==> config.mk <==
export PLATFORM = sky130hd
export DESIGN_NAME = rds_grp_sched
export DESIGN_NICKNAME = d
export VERILOG_FILES = /design/src/rtl/rds_sched_pkg.sv /design/src/rtl/rds_slot_seq.sv /design/src/rtl/rds_word_build.sv /design/src/rtl/rds_grp_sched.sv
export SDC_FILE = /design/constraint.sdc
export NUM_CORES = 1
export LEC_CHECK = 0
export ABC_AREA = 1
export BUFFER_PORTS_ARGS = -buffer_cell sky130_fd_sc_hd__buf_4
export CORE_AREA = 4 4 349 351
export DETAILED_ROUTE_END_ITERATION = 12
export DIE_AREA = 0 0 353 355
export GPL_ROUTABILITY_DRIVEN = 0
export PLACE_DENSITY_LB_ADDON = 0.05
export SKIP_LAST_GASP = 1
export SLEW_MARGIN = 15
export SYNTH_ARGS = -nofsm -noshare
export SYNTH_HDL_FRONTEND = slang
export SYNTH_SLANG_ARGS = --single-unit
==> constraint.sdc <==
create_clock -name clk -period 2.3 [get_ports clk]
set_input_delay 0.46 -clock clk [delete_from_list [all_inputs] [get_ports clk]]
set_output_delay 0.46 -clock clk [all_outputs]
set_load 0.02 [all_outputs]
==> src/rtl/rds_sched_pkg.sv <==
package rds_sched_pkg;
   typedef enum logic [1:0] {
      GK_PS   = 2'd0,
      GK_RT   = 2'd1,
      GK_USR1 = 2'd2,
      GK_USR2 = 2'd3
   } grp_kind_e;

   localparam logic [3:0] TYPE_PS         = 4'd0;
   localparam logic [3:0] TYPE_RT         = 4'd2;
   localparam logic [7:0] AF_HDR_BASE     = 8'hE0;
   localparam logic [7:0] AF_FILL         = 8'hCD;
   localparam int         SLOTS_PER_CYCLE = 5;
endpackage

==> src/rtl/rds_slot_seq.sv <==
module rds_slot_seq
   import rds_sched_pkg::*;
#(
   parameter int RT_SEGS  = 16,
   parameter int AF_PAIRS = 8,
   parameter int CNT_MAX  = 8,
   parameter int RSW      = (RT_SEGS > 1) ? $clog2(RT_SEGS) : 1,
   parameter int APW      = (AF_PAIRS > 1) ? $clog2(AF_PAIRS) : 1,
   parameter int CW       = $clog2(CNT_MAX + 1)
) (
   input  logic           clk,
   input  logic           rst_n,
   input  logic           grp_req,
   input  logic           rt_en,
   input  logic           usr1_en,
   input  logic [3:0]     af_num,
   input  logic           cnt_wr,
   input  logic [CW-1:0]  cnt_wdata,
   output grp_kind_e      kind,
   output logic [1:0]     ps_seg,
   output logic [RSW-1:0] rt_seg,
   output logic [APW-1:0] af_pair,
   output logic [CW-1:0]  cnt_q
);
   localparam logic [2:0]     LAST_SLOT = 3'(SLOTS_PER_CYCLE - 1);
   localparam logic [RSW-1:0] RT_LAST   = RSW'(RT_SEGS - 1);
   localparam logic [APW-1:0] AF_LAST   = APW'(AF_PAIRS - 1);
   localparam logic [CW-1:0]  CNT_LIM   = CW'(CNT_MAX);

   logic [2:0]  slot;
   logic [31:0] af_next_idx;
   logic        af_wrap;

   always_comb begin
      if (cnt_q != '0)
         kind = GK_USR2;
      else if (slot == LAST_SLOT)
         kind = usr1_en ? GK_USR1 : (rt_en ? GK_RT : GK_PS);
      else
         kind = GK_PS;
   end

   assign af_next_idx = 32'(af_pair) * 32'd2 + 32'd2;
   assign af_wrap     = (af_next_idx > 32'(af_num)) || (af_pair == AF_LAST);

   always_ff @(posedge clk) begin
      if (!rst_n) begin
         slot    <= '0;
         ps_seg  <= '0;
         rt_seg  <= '0;
         af_pair <= '0;
      end else if (grp_req && kind != GK_USR2) begin
         slot <= (slot == LAST_SLOT) ? 3'd0 : slot + 3'd1;
         if (kind == GK_PS) begin
            ps_seg  <= ps_seg + 2'd1;
            af_pair <= af_wrap ? '0 : af_pair + APW'(1);
         end
         if (kind == GK_RT)
            rt_seg <= (rt_seg == RT_LAST) ? '0 : rt_seg + RSW'(1);
      end
   end

   always_ff @(posedge clk) begin
      if (!rst_n)
         cnt_q <= '0;
      else if (cnt_wr)
         cnt_q <= (cnt_wdata > CNT_LIM) ? CNT_LIM : cnt_wdata;
      else if (grp_req && kind == GK_USR2)
         cnt_q <= cnt_q - CW'(1);
   end

   AST_CNT_LIMIT: assert property (@(posedge clk) disable iff (!rst_n)
      cnt_q <= CNT_LIM);
   AST_CNT_DEC: assert property (@(posedge clk) disable iff (!rst_n)
      (grp_req && kind == GK_USR2 && !cnt_wr) |=> cnt_q == $past(cnt_q) - CW'(1));
   AST_USR2_FREEZE: assert property (@(posedge clk) disable iff (!rst_n)
      (grp_req && kind == GK_USR2) |=> (slot == $past(slot) && ps_seg == $past(ps_seg)
                                        && rt_seg == $past(rt_seg)));
   AST_RT_SEG_LIM: assert property (@(posedge clk) disable iff (!rst_n)
      rt_seg <= RT_LAST);
endmodule

==> src/rtl/rds_word_build.sv <==
module rds_word_build
   import rds_sched_pkg::*;
#(
   parameter int RT_CHARS = 64,
   parameter int AF_MAX   = 15,
   parameter int AF_PAIRS = 8,
   parameter int RSW      = 4,
   parameter int APW      = 3
) (
   input  grp_kind_e             kind,
   input  logic [4:0]            pty,
   input  logic                  tp,
   input  logic                  ta_eff,
   input  logic                  ms,
   input  logic [3:0]            di,
   input  logic [63:0]           ps_name,
   input  logic                  rt_ab,
   input  logic [8*RT_CHARS-1:0] rt_text,
   input  logic [47:0]           usr1_words,
   input  logic [47:0]           usr2_words,
   input  logic [1:0]            ps_seg,
   input  logic [RSW-1:0]        rt_seg,
   input  logic [APW-1:0]        af_pair,
   input  logic [3:0]            af_num,
   input  logic [8*AF_MAX-1:0]   af_list,
   output logic [15:0]           word_b,
   output logic [15:0]           word_c,
   output logic [15:0]           word_d
);
   localparam int NCODES = 2 * AF_PAIRS;

   logic [7:0]  af_code [NCODES];
   logic [47:0] usr_sel;
   logic [31:0] rt_quad;
   logic [15:0] ps_pair;

   for (genvar k = 0; k < NCODES; k++) begin : g_af_code
      if (k == 0) begin : g_hdr
         assign af_code[k] = AF_HDR_BASE | {4'd0, af_num};
      end else if (k <= AF_MAX) begin : g_entry
         assign af_code[k] = (af_num >= 4'(k)) ? af_list[8*(k-1) +: 8] : AF_FILL;
      end else begin : g_pad
         assign af_code[k] = AF_FILL;
      end
   end

   assign usr_sel = (kind == GK_USR1) ? usr1_words : usr2_words;
   assign rt_quad = rt_text[32*rt_seg +: 32];
   assign ps_pair = ps_name[16*ps_seg +: 16];

   always_comb begin
      unique case (kind)
         GK_PS: begin
            word_b = {TYPE_PS, 1'b0, tp, pty, ta_eff, ms, di[2'd3 - ps_seg], ps_seg};
            word_c = {af_code[{af_pair, 1'b0}], af_code[{af_pair, 1'b1}]};
            word_d = {ps_pair[7:0], ps_pair[15:8]};
         end
         GK_RT: begin
            word_b = {TYPE_RT, 1'b0, tp, pty, rt_ab, 4'(rt_seg)};
            word_c = {rt_quad[7:0], rt_quad[15:8]};
            word_d = {rt_quad[23:16], rt_quad[31:24]};
         end
         default: begin
            word_b = {usr_sel[47:43], tp, pty, usr_sel[36:32]};
            word_c = usr_sel[31:16];
            word_d = usr_sel[15:0];
         end
      endcase
   end
endmodule

==> src/rtl/rds_grp_sched.sv <==
module rds_grp_sched
   import rds_sched_pkg::*;
#(
   parameter int RT_CHARS = 64,
   parameter int AF_MAX   = 15,
   parameter int CNT_MAX  = 8,
   localparam int CW      = $clog2(CNT_MAX + 1)
) (
   input  logic                  clk,
   input  logic                  rst_n,
   input  logic [15:0]           cfg_pi,
   input  logic [4:0]            cfg_pty,
   input  logic                  cfg_tp,
   input  logic                  cfg_ta,
   input  logic                  cfg_ms,
   input  logic [3:0]            cfg_di,
   input  logic                  ta_sw_n,
   input  logic [63:0]           ps_name,
   input  logic [1:0]            rt_ctrl,
   input  logic [8*RT_CHARS-1:0] rt_text,
   input  logic                  usr1_en,
   input  logic [47:0]           usr1_words,
   input  logic [47:0]           usr2_words,
   input  logic [3:0]            af_num,
   input  logic [8*AF_MAX-1:0]   af_list,
   input  logic                  cnt_wr,
   input  logic [CW-1:0]         cnt_wdata,
   output logic [CW-1:0]         cnt_q,
   input  logic                  grp_req,
   output logic                  grp_done,
   output logic [1:0]            grp_kind,
   output logic [15:0]           blk_a,
   output logic [15:0]           blk_b,
   output logic [15:0]           blk_c,
   output logic [15:0]           blk_d
);
   localparam int RT_SEGS  = RT_CHARS / 4;
   localparam int AF_PAIRS = (AF_MAX + 2) / 2;
   localparam int RSW      = (RT_SEGS > 1) ? $clog2(RT_SEGS) : 1;
   localparam int APW      = (AF_PAIRS > 1) ? $clog2(AF_PAIRS) : 1;

   if (RT_CHARS < 4 || RT_CHARS > 64 || (RT_CHARS % 4) != 0) begin : g_bad_rt
      $error("RT_CHARS must be a multiple of 4 between 4 and 64");
   end
   if (AF_MAX < 1 || AF_MAX > 15) begin : g_bad_af
      $error("AF_MAX must lie between 1 and 15");
   end
   if (CNT_MAX < 1) begin : g_bad_cnt
      $error("CNT_MAX must be at least 1");
   end

   grp_kind_e      kind;
   logic [1:0]     ps_seg;
   logic [RSW-1:0] rt_seg;
   logic [APW-1:0] af_pair;
   logic [15:0]    wb, wc, wd;
   logic           ta_eff;

   assign ta_eff = cfg_ta | (cfg_tp & ~ta_sw_n);

   rds_slot_seq #(
      .RT_SEGS(RT_SEGS), .AF_PAIRS(AF_PAIRS), .CNT_MAX(CNT_MAX),
      .RSW(RSW), .APW(APW), .CW(CW)
   ) u_seq (
      .clk(clk), .rst_n(rst_n), .grp_req(grp_req),
      .rt_en(rt_ctrl[0]), .usr1_en(usr1_en), .af_num(af_num),
      .cnt_wr(cnt_wr), .cnt_wdata(cnt_wdata),
      .kind(kind), .ps_seg(ps_seg), .rt_seg(rt_seg), .af_pair(af_pair), .cnt_q(cnt_q)
   );

   rds_word_build #(
      .RT_CHARS(RT_CHARS), .AF_MAX(AF_MAX), .AF_PAIRS(AF_PAIRS), .RSW(RSW), .APW(APW)
   ) u_build (
      .kind(kind), .pty(cfg_pty), .tp(cfg_tp), .ta_eff(ta_eff), .ms(cfg_ms), .di(cfg_di),
      .ps_name(ps_name), .rt_ab(rt_ctrl[1]), .rt_text(rt_text),
      .usr1_words(usr1_words), .usr2_words(usr2_words),
      .ps_seg(ps_seg), .rt_seg(rt_seg), .af_pair(af_pair),
      .af_num(af_num), .af_list(af_list),
      .word_b(wb), .word_c(wc), .word_d(wd)
   );

   always_ff @(posedge clk) begin
      if (!rst_n) begin
         grp_done <= 1'b0;
         grp_kind <= 2'd0;
         blk_a    <= '0;
         blk_b    <= '0;
         blk_c    <= '0;
         blk_d    <= '0;
      end else begin
         grp_done <= grp_req;
         if (grp_req) begin
            grp_kind <= kind;
            blk_a    <= cfg_pi;
            blk_b    <= wb;
            blk_c    <= wc;
            blk_d    <= wd;
         end
      end
   end

   AST_DONE_FOLLOWS: assert property (@(posedge clk) disable iff (!rst_n)
      grp_req |=> grp_done);
   AST_A_IS_PI: assert property (@(posedge clk) disable iff (!rst_n)
      (grp_req && $stable(cfg_pi)) |=> blk_a == cfg_pi);
   AST_USER_PTY: assert property (@(posedge clk) disable iff (!rst_n)
      (grp_done && grp_kind[1]) |-> blk_b[10:5] == $past({cfg_tp, cfg_pty}));
endmodule

# Word level (Yosys, flattened, before mapping)
# Cells that the tools add are included.
op_classes:
  bitwise: 5
  mux: 37
  n_eq_ne: 7
  n_reduce_logical: 8
  magnitude_cmp: 20
  shifts: 2
  addsub: 7
ops:
  columns: ["cell", "n"]
  rows:
  - ["512-bit by 10-bit variable part select with 32-bit output", 1]
  - ["8-bit two-way mux", 19]
  - ["16-bit one-hot mux with 2 select lines", 3]
  - ["8-bit binary-select mux with 4-bit select", 2]
  - ["64-bit by 7-bit variable part select with 16-bit output", 1]
  - ["48-bit two-way mux", 1]
  - ["4-bit >= comparator, second input constant", 8]
  - ["32-bit by 4-bit greater-than comparator with 1-bit output", 1]
  - ["4-bit by 3-bit >= comparator with 1-bit output, second input constant", 4]
  - ["4-bit two-way mux", 4]
  - ["5-bit >= comparator, second input constant", 2]
  - ["4-bit NOT with 5-bit output", 2]
  - ["4-bit by 2-bit >= comparator with 1-bit output, second input constant", 2]
  - ["3-bit by 1-bit adder with 3-bit output, second input constant", 2]
  - ["3-bit equality test, second input constant", 2]
  - ["2-bit two-way mux", 3]
  - ["3-bit two-way mux", 2]
  - ["4-bit by 2-bit adder with 5-bit output, second input constant", 1]
  - ["4-bit by 1-bit adder with 4-bit output, second input constant", 1]
  - ["2-bit equality test, second input constant", 2]
  - ["4-bit equality test, second input constant", 1]
  - ["4-bit by 1-bit >= comparator with 1-bit output, second input constant", 1]
  - ["4-bit greater-than comparator, second input constant", 1]
  - ["2-bit AND reduction", 2]
  - ["16 further kinds", 18]
word_totals:
  regBits: 83
  elab_cells: 97

# Longest topological paths before layout
depth:
  ltp_word: 8
  ltp_mapped: 13
  ltp_nobuf: 12

# Modules after synthesis
# A second synthesis with hierarchy kept.
unflattened:
  hier_cells: 2443
  hier_area_um2: 12139.1
by_module_without_submodules:
  columns: ["module", "cells_each", "area_each_um2", "instances"]
  rows:
  - ["rds_word_build", 1884, 8388.0, 1]
  - ["rds_grp_sched", 423, 2758.9, 1]
  - ["rds_slot_seq", 136, 992.2, 1]

# Worst setup path after synthesis
# No wires, ideal clock.
synth_path:
  path_type: "reg-to-reg"
  start: "register u_seq.af_pair[0]"
  end: "register u_seq.af_pair[0]"
  required_time_ns: 2.230
  arrival_ns: 1.768
  path_stages_with_launch: 9
  synth_period_minus_slack_ns: 1.839
  slack_ns: 0.461
  cell_sequence: "dfxtp_1 ha_1 ha_1 ha_1 a21oi_1 nand2_1 a211oi_1 nand3_1 a21oi_1"
synth_via:
  elab_chain_cells: 4
synth_rtl:
  columns: ["element", "line_no", "text"]
  rows:
  - ["from (decl)", "rds_slot_seq.sv:22", "output logic [APW-1:0] af_pair,"]
  - ["from (signal assigned)", "rds_slot_seq.sv:56", "af_pair <= af_wrap ? '0 : af_pair + APW'(1);"]
  - ["4-bit by 2-bit adder with 5-bit output", "rds_slot_seq.sv:43", "assign af_next_idx = 32'(af_pair) * 32'd2 + 32'd2;"]
  - ["32-bit by 4-bit greater-than comparator with 1-bit output", "rds_slot_seq.sv:44", "assign af_wrap = (af_next_idx > 32'(af_num)) || (af_pair == AF_LAST);"]
  - ["1-bit logical OR", "rds_slot_seq.sv:44", null]
  - ["3-bit two-way mux (*)", "rds_slot_seq.sv:56", null]
# Mark *: on every way between the ends. The rest lies on a longest branch, timed or not.
# A chain may end at the register's enable or synchronous reset.

# Worst setup path after layout
layout_path:
  start: "register u_seq.cnt_q[0]"
  end: "register blk_d[4]"
layout_via:
  elab_chain_cells: 5
layout_rtl:
  columns: ["element", "line_no", "text"]
  rows:
  - ["from (decl)", "rds_slot_seq.sv:23", "output logic [CW-1:0] cnt_q"]
  - ["from (signal assigned)", "rds_slot_seq.sv:67", "cnt_q <= (cnt_wdata > CNT_LIM) ? CNT_LIM : cnt_wdata;"]
  - ["from (signal assigned)", "rds_slot_seq.sv:69", "cnt_q <= cnt_q - CW'(1);"]
  - ["4-bit nonzero test (*)", "rds_slot_seq.sv:35", "if (cnt_q != '0)"]
  - ["2-bit two-way mux (*)", "rds_slot_seq.sv:35", null]
  - ["2-bit equality test", "rds_word_build.sv:47", "assign usr_sel = (kind == GK_USR1) ? usr1_words : usr2_words;"]
  - ["48-bit two-way mux", "rds_word_build.sv:47", null]
  - ["16-bit one-hot mux with 2 select lines (*)", "rds_word_build.sv:52", "unique case (kind)"]
  - ["to (signal assigned)", "rds_grp_sched.sv:97", "blk_d <= wd;"]
  - ["to (decl)", "rds_grp_sched.sv:35", "output logic [15:0] blk_d"]
# Marks and branches as above.

==> summary.md <==
| Metric | Value |
|---|---|
| Status | finished clean |
| Critical Path RT | 2.57 ns |
| Routed Antenna Nets | 0 |
| CTS buffer count | 9 |
| Ys flop type | dfxtp_1 |
| Routed len/inst | between 20 and 25 µm |
| Clk pin slew, worst setup/hold paths | roughly 0.080 ns |
| Initial Utilization | under 10% |
| Core Box Area | 0.1190 mm² |
| DP HPWL | 91.21 mm |
| Post-CTS setup buffers | 0 |
| Peak VDD IR | approximately 0.25 mV |
| CTS sink count | 83 |
| Hold buffer count at cts | 0 |
| Commonest non-fill, non-tap cell in the layout | buf_4 |
| Slew headroom | roughly three fifths |
| Max cap viols | 0 |
| RSZ-0062 raised after global routing | yes |
| Slew Viols, Final | 0 |
| Leading cell types in the layout, fill and taps excluded | buf_4 (966), nand2_1 (842), nand3_1 (376) |
| Critical Path Source Type | register |
| Cell taking the most area after synthesis | nand2_1 |
| Synthesized flop and latch total | between 80 and 90 |
| Final net count | between 3000 and 4000 |
| EDFF count, synth | 0 |
| Least-Margin Pin Slew | between 0.6 and 0.7 ns |
| Via count | 18000 |
| Overflow after GRT | 0 |
| First-pass GRT wire length | between 100 and 150 mm |
| Clock Tree Buf Depth | 2 |
| Static Leak | about 0.01 µW |
| Final Util | between 10% and 20% |
| Port Buffers | between 800 and 900 |
| Tot GR Track Use | 16.36% |
| Critical Path End Type | register |
| Pre-antenna DRT Iters | 5 |
| Post-Syn Area per Cell | around 5 µm² |
| Critical path peak fanout | 19 |
| Total power | between 6000 and 7000 µW |
| Final setup violation count | 0 |
| P&R area growth vs syn | 85.09% |
| Clock root buffer master | clkbuf_16 |
| Final hold vios | 0 |
| Die Area | 0.1253 mm² |
| Sequential share of the synthesized area | 15.07% |
| Layout Cells excl Fill | 4576 |
| Die Height | between 300 and 400 µm |
| Clock latency on the worst-skew pair | 0.38 ns |
| CTS tree | yes |
| Async SR Flop Fraction | 0% |
| Syn Nets | roughly 3000 |
| Met3 Track Usage GR | between 4 and 5% |
| Crit path kind | reg2reg |
| Top post-synthesis cells by area | nand2_1 (29%), nand3_1 (17%), dfxtp_1 (15%) |
| Peak Freq | roughly 460 MHz |
| Hold Crit Class | in2reg |
| Met2 Use GR | a little under a third |
| Fin Setup TNS | 0 ns |
| Clock skew | between 0.01 and 0.015 ns |
| Largest net degree at the start of global routing | 70 |
| DRC viols | 0 |
| Tmin final | ~2.2 ns |
| Total detailed-routing wirelength | roughly 110 mm |
| Share of cells above drive strength 1 | 35.11% |
| Gr busiest metal | met2 |
| Yosys top cell area share | 28.72% |
| Vias in the first global route | about 19000 |
| # rows | roughly 130 |
| Met1 Usage GRT | a little under a fifth |
| Total of warnings raised by yosys | 0 |
| Total power divided by cell area | 313.2 mW/mm² |
| H-Tree Depth | 3 |
| Count of different cell masters after synthesis | 39 |
| CP arrival | approximately 2.4 ns |
| Die W | 353 µm |
| Ports | around 900 |
| Synth Cell Area | between 0.01 and 0.015 mm² |
| Synth Instances | 2167 |
| Final worst-path cycle share | a little over nine tenths |
| DR vias/cell | about 3.9 |
| Antenna violations before repair | 23 |
| Placed instance count | 4545 |
| Initial drt markers | 944 |
[critical path, stage by stage, from the launching register on]
cell and delay, ns:
dfxtp_1 0.38, inv_1 0.07, ha_1 0.24, nand3_2 0.12
clkinv_1 0.18, nand2_4 0.14, buf_6 0.26, nor3_1 0.11
o21ai_1 0.27, buf_4 0.19, a21oi_1 0.05
[layout make-up]
type | count | area (µm²)
Antenna cell | 15 | 37.54
Clock buffer | 9 | 225.2
Clock inverter | 7 | 88.84
Fill cell | 13950 | 98600
Inverter | 69 | 275.3
Multi-Input combinational cell | 1853 | 8423
Sequential cell | 83 | 1673
Tap cell | 1548 | 1937
Timing Repair Buffer | 992 | 7755
[sequential cells by signal, summed over array words and instances, names as in the netlist]
| name | count |
|---|---|
| grp_done | 1 |
| blk_c | 16 |
| blk_d | 16 |
| grp_kind | 2 |
| u_seq.rt_seg | 4 |
| blk_b | 16 |
| u_seq.cnt_q | 4 |
| u_seq.ps_seg | 2 |
| u_seq.af_pair | 3 |
| u_seq.slot | 3 |
| blk_a | 16 |
[repair_timing]
action,4_1_cts,5_1_grt
gates resized for setup,9,12
pin swaps,0,1
endpoints found under the setup margin,8,13
[through the flow]
stage | worst slack, ns | hold WS (ns) | cell area [µm²]
CTS | -0.008921 | 0.2557 | 20330
finish | 0.1310 | 0.2941 | 20410
detailed placement | -0.2778 | 0.4601 | 19990
global placement | -0.2957 | 0.4565 | 19990
global route | -0.03173 | 0.2666 | 20400
floorplan | 0.4614 | 0.4519 | 11030
[cells in the mapped netlist (3+ instances only)]
library cell  number
buf_6              4
inv_2              7
o21ai_0          117
nand3b_1          22
nor2_1           175
ha_1               9
clkbuf_1          47
dfxtp_1           83
a21oi_2            3
a211oi_1           4
buf_1             26
a21oi_1          177
o21ai_1           18
buf_4              8
nand3_1          377
nor3_1            37
a21boi_1           3
nand2_2            3
nand4_1            7
inv_1             57
nor2_4             4
nor2_2             4
o22ai_1           21
a21boi_0          13
buf_2             77
nand2_1          844
[worst paths after layout]
kind	start	endpoint	slack, ns	cells after the start
worst max register to register	u_seq.cnt_q[0]	blk_d[4]	0.13	10
worst max-delay path	u_seq.cnt_q[0]	blk_d[4]	0.13	10
worst min register to register	blk_b[11]	blk_b[11]	0.47	2
worst min-delay path	cfg_pty[2]	blk_b[7]	0.29	3
[cell families after synthesis]
family                     count (synthesis)  share of synthesized area [%]
buffers and inverters                    231                          9.325
and+or+nand+nor                         1480                          56.93
adders and majority gates                  9                          1.021
AOI/OAI and AO/OA                        364                          17.66
DFF                                       83                          15.07
[report_power, final]
group          total (µW)  switching, µW  internal (µW)
Combinational        3070           1530           1540
Sequential           1630           78.2           1550
Clock                1690            818            876
Total                6390           2430           3960
[metal layers]
| layer | wire length (µm) | vias to the layer above |
|---|---|---|
| li1 | - | 8876 |
| met1 | 41750 | 8504 |
| met2 | 57160 | 547 |
| met3 | 6689 | 66 |
| met4 | 1855 | 10 |
| met5 | 74 | - |
No activity file was read; power rests on OpenSTA's default activity.
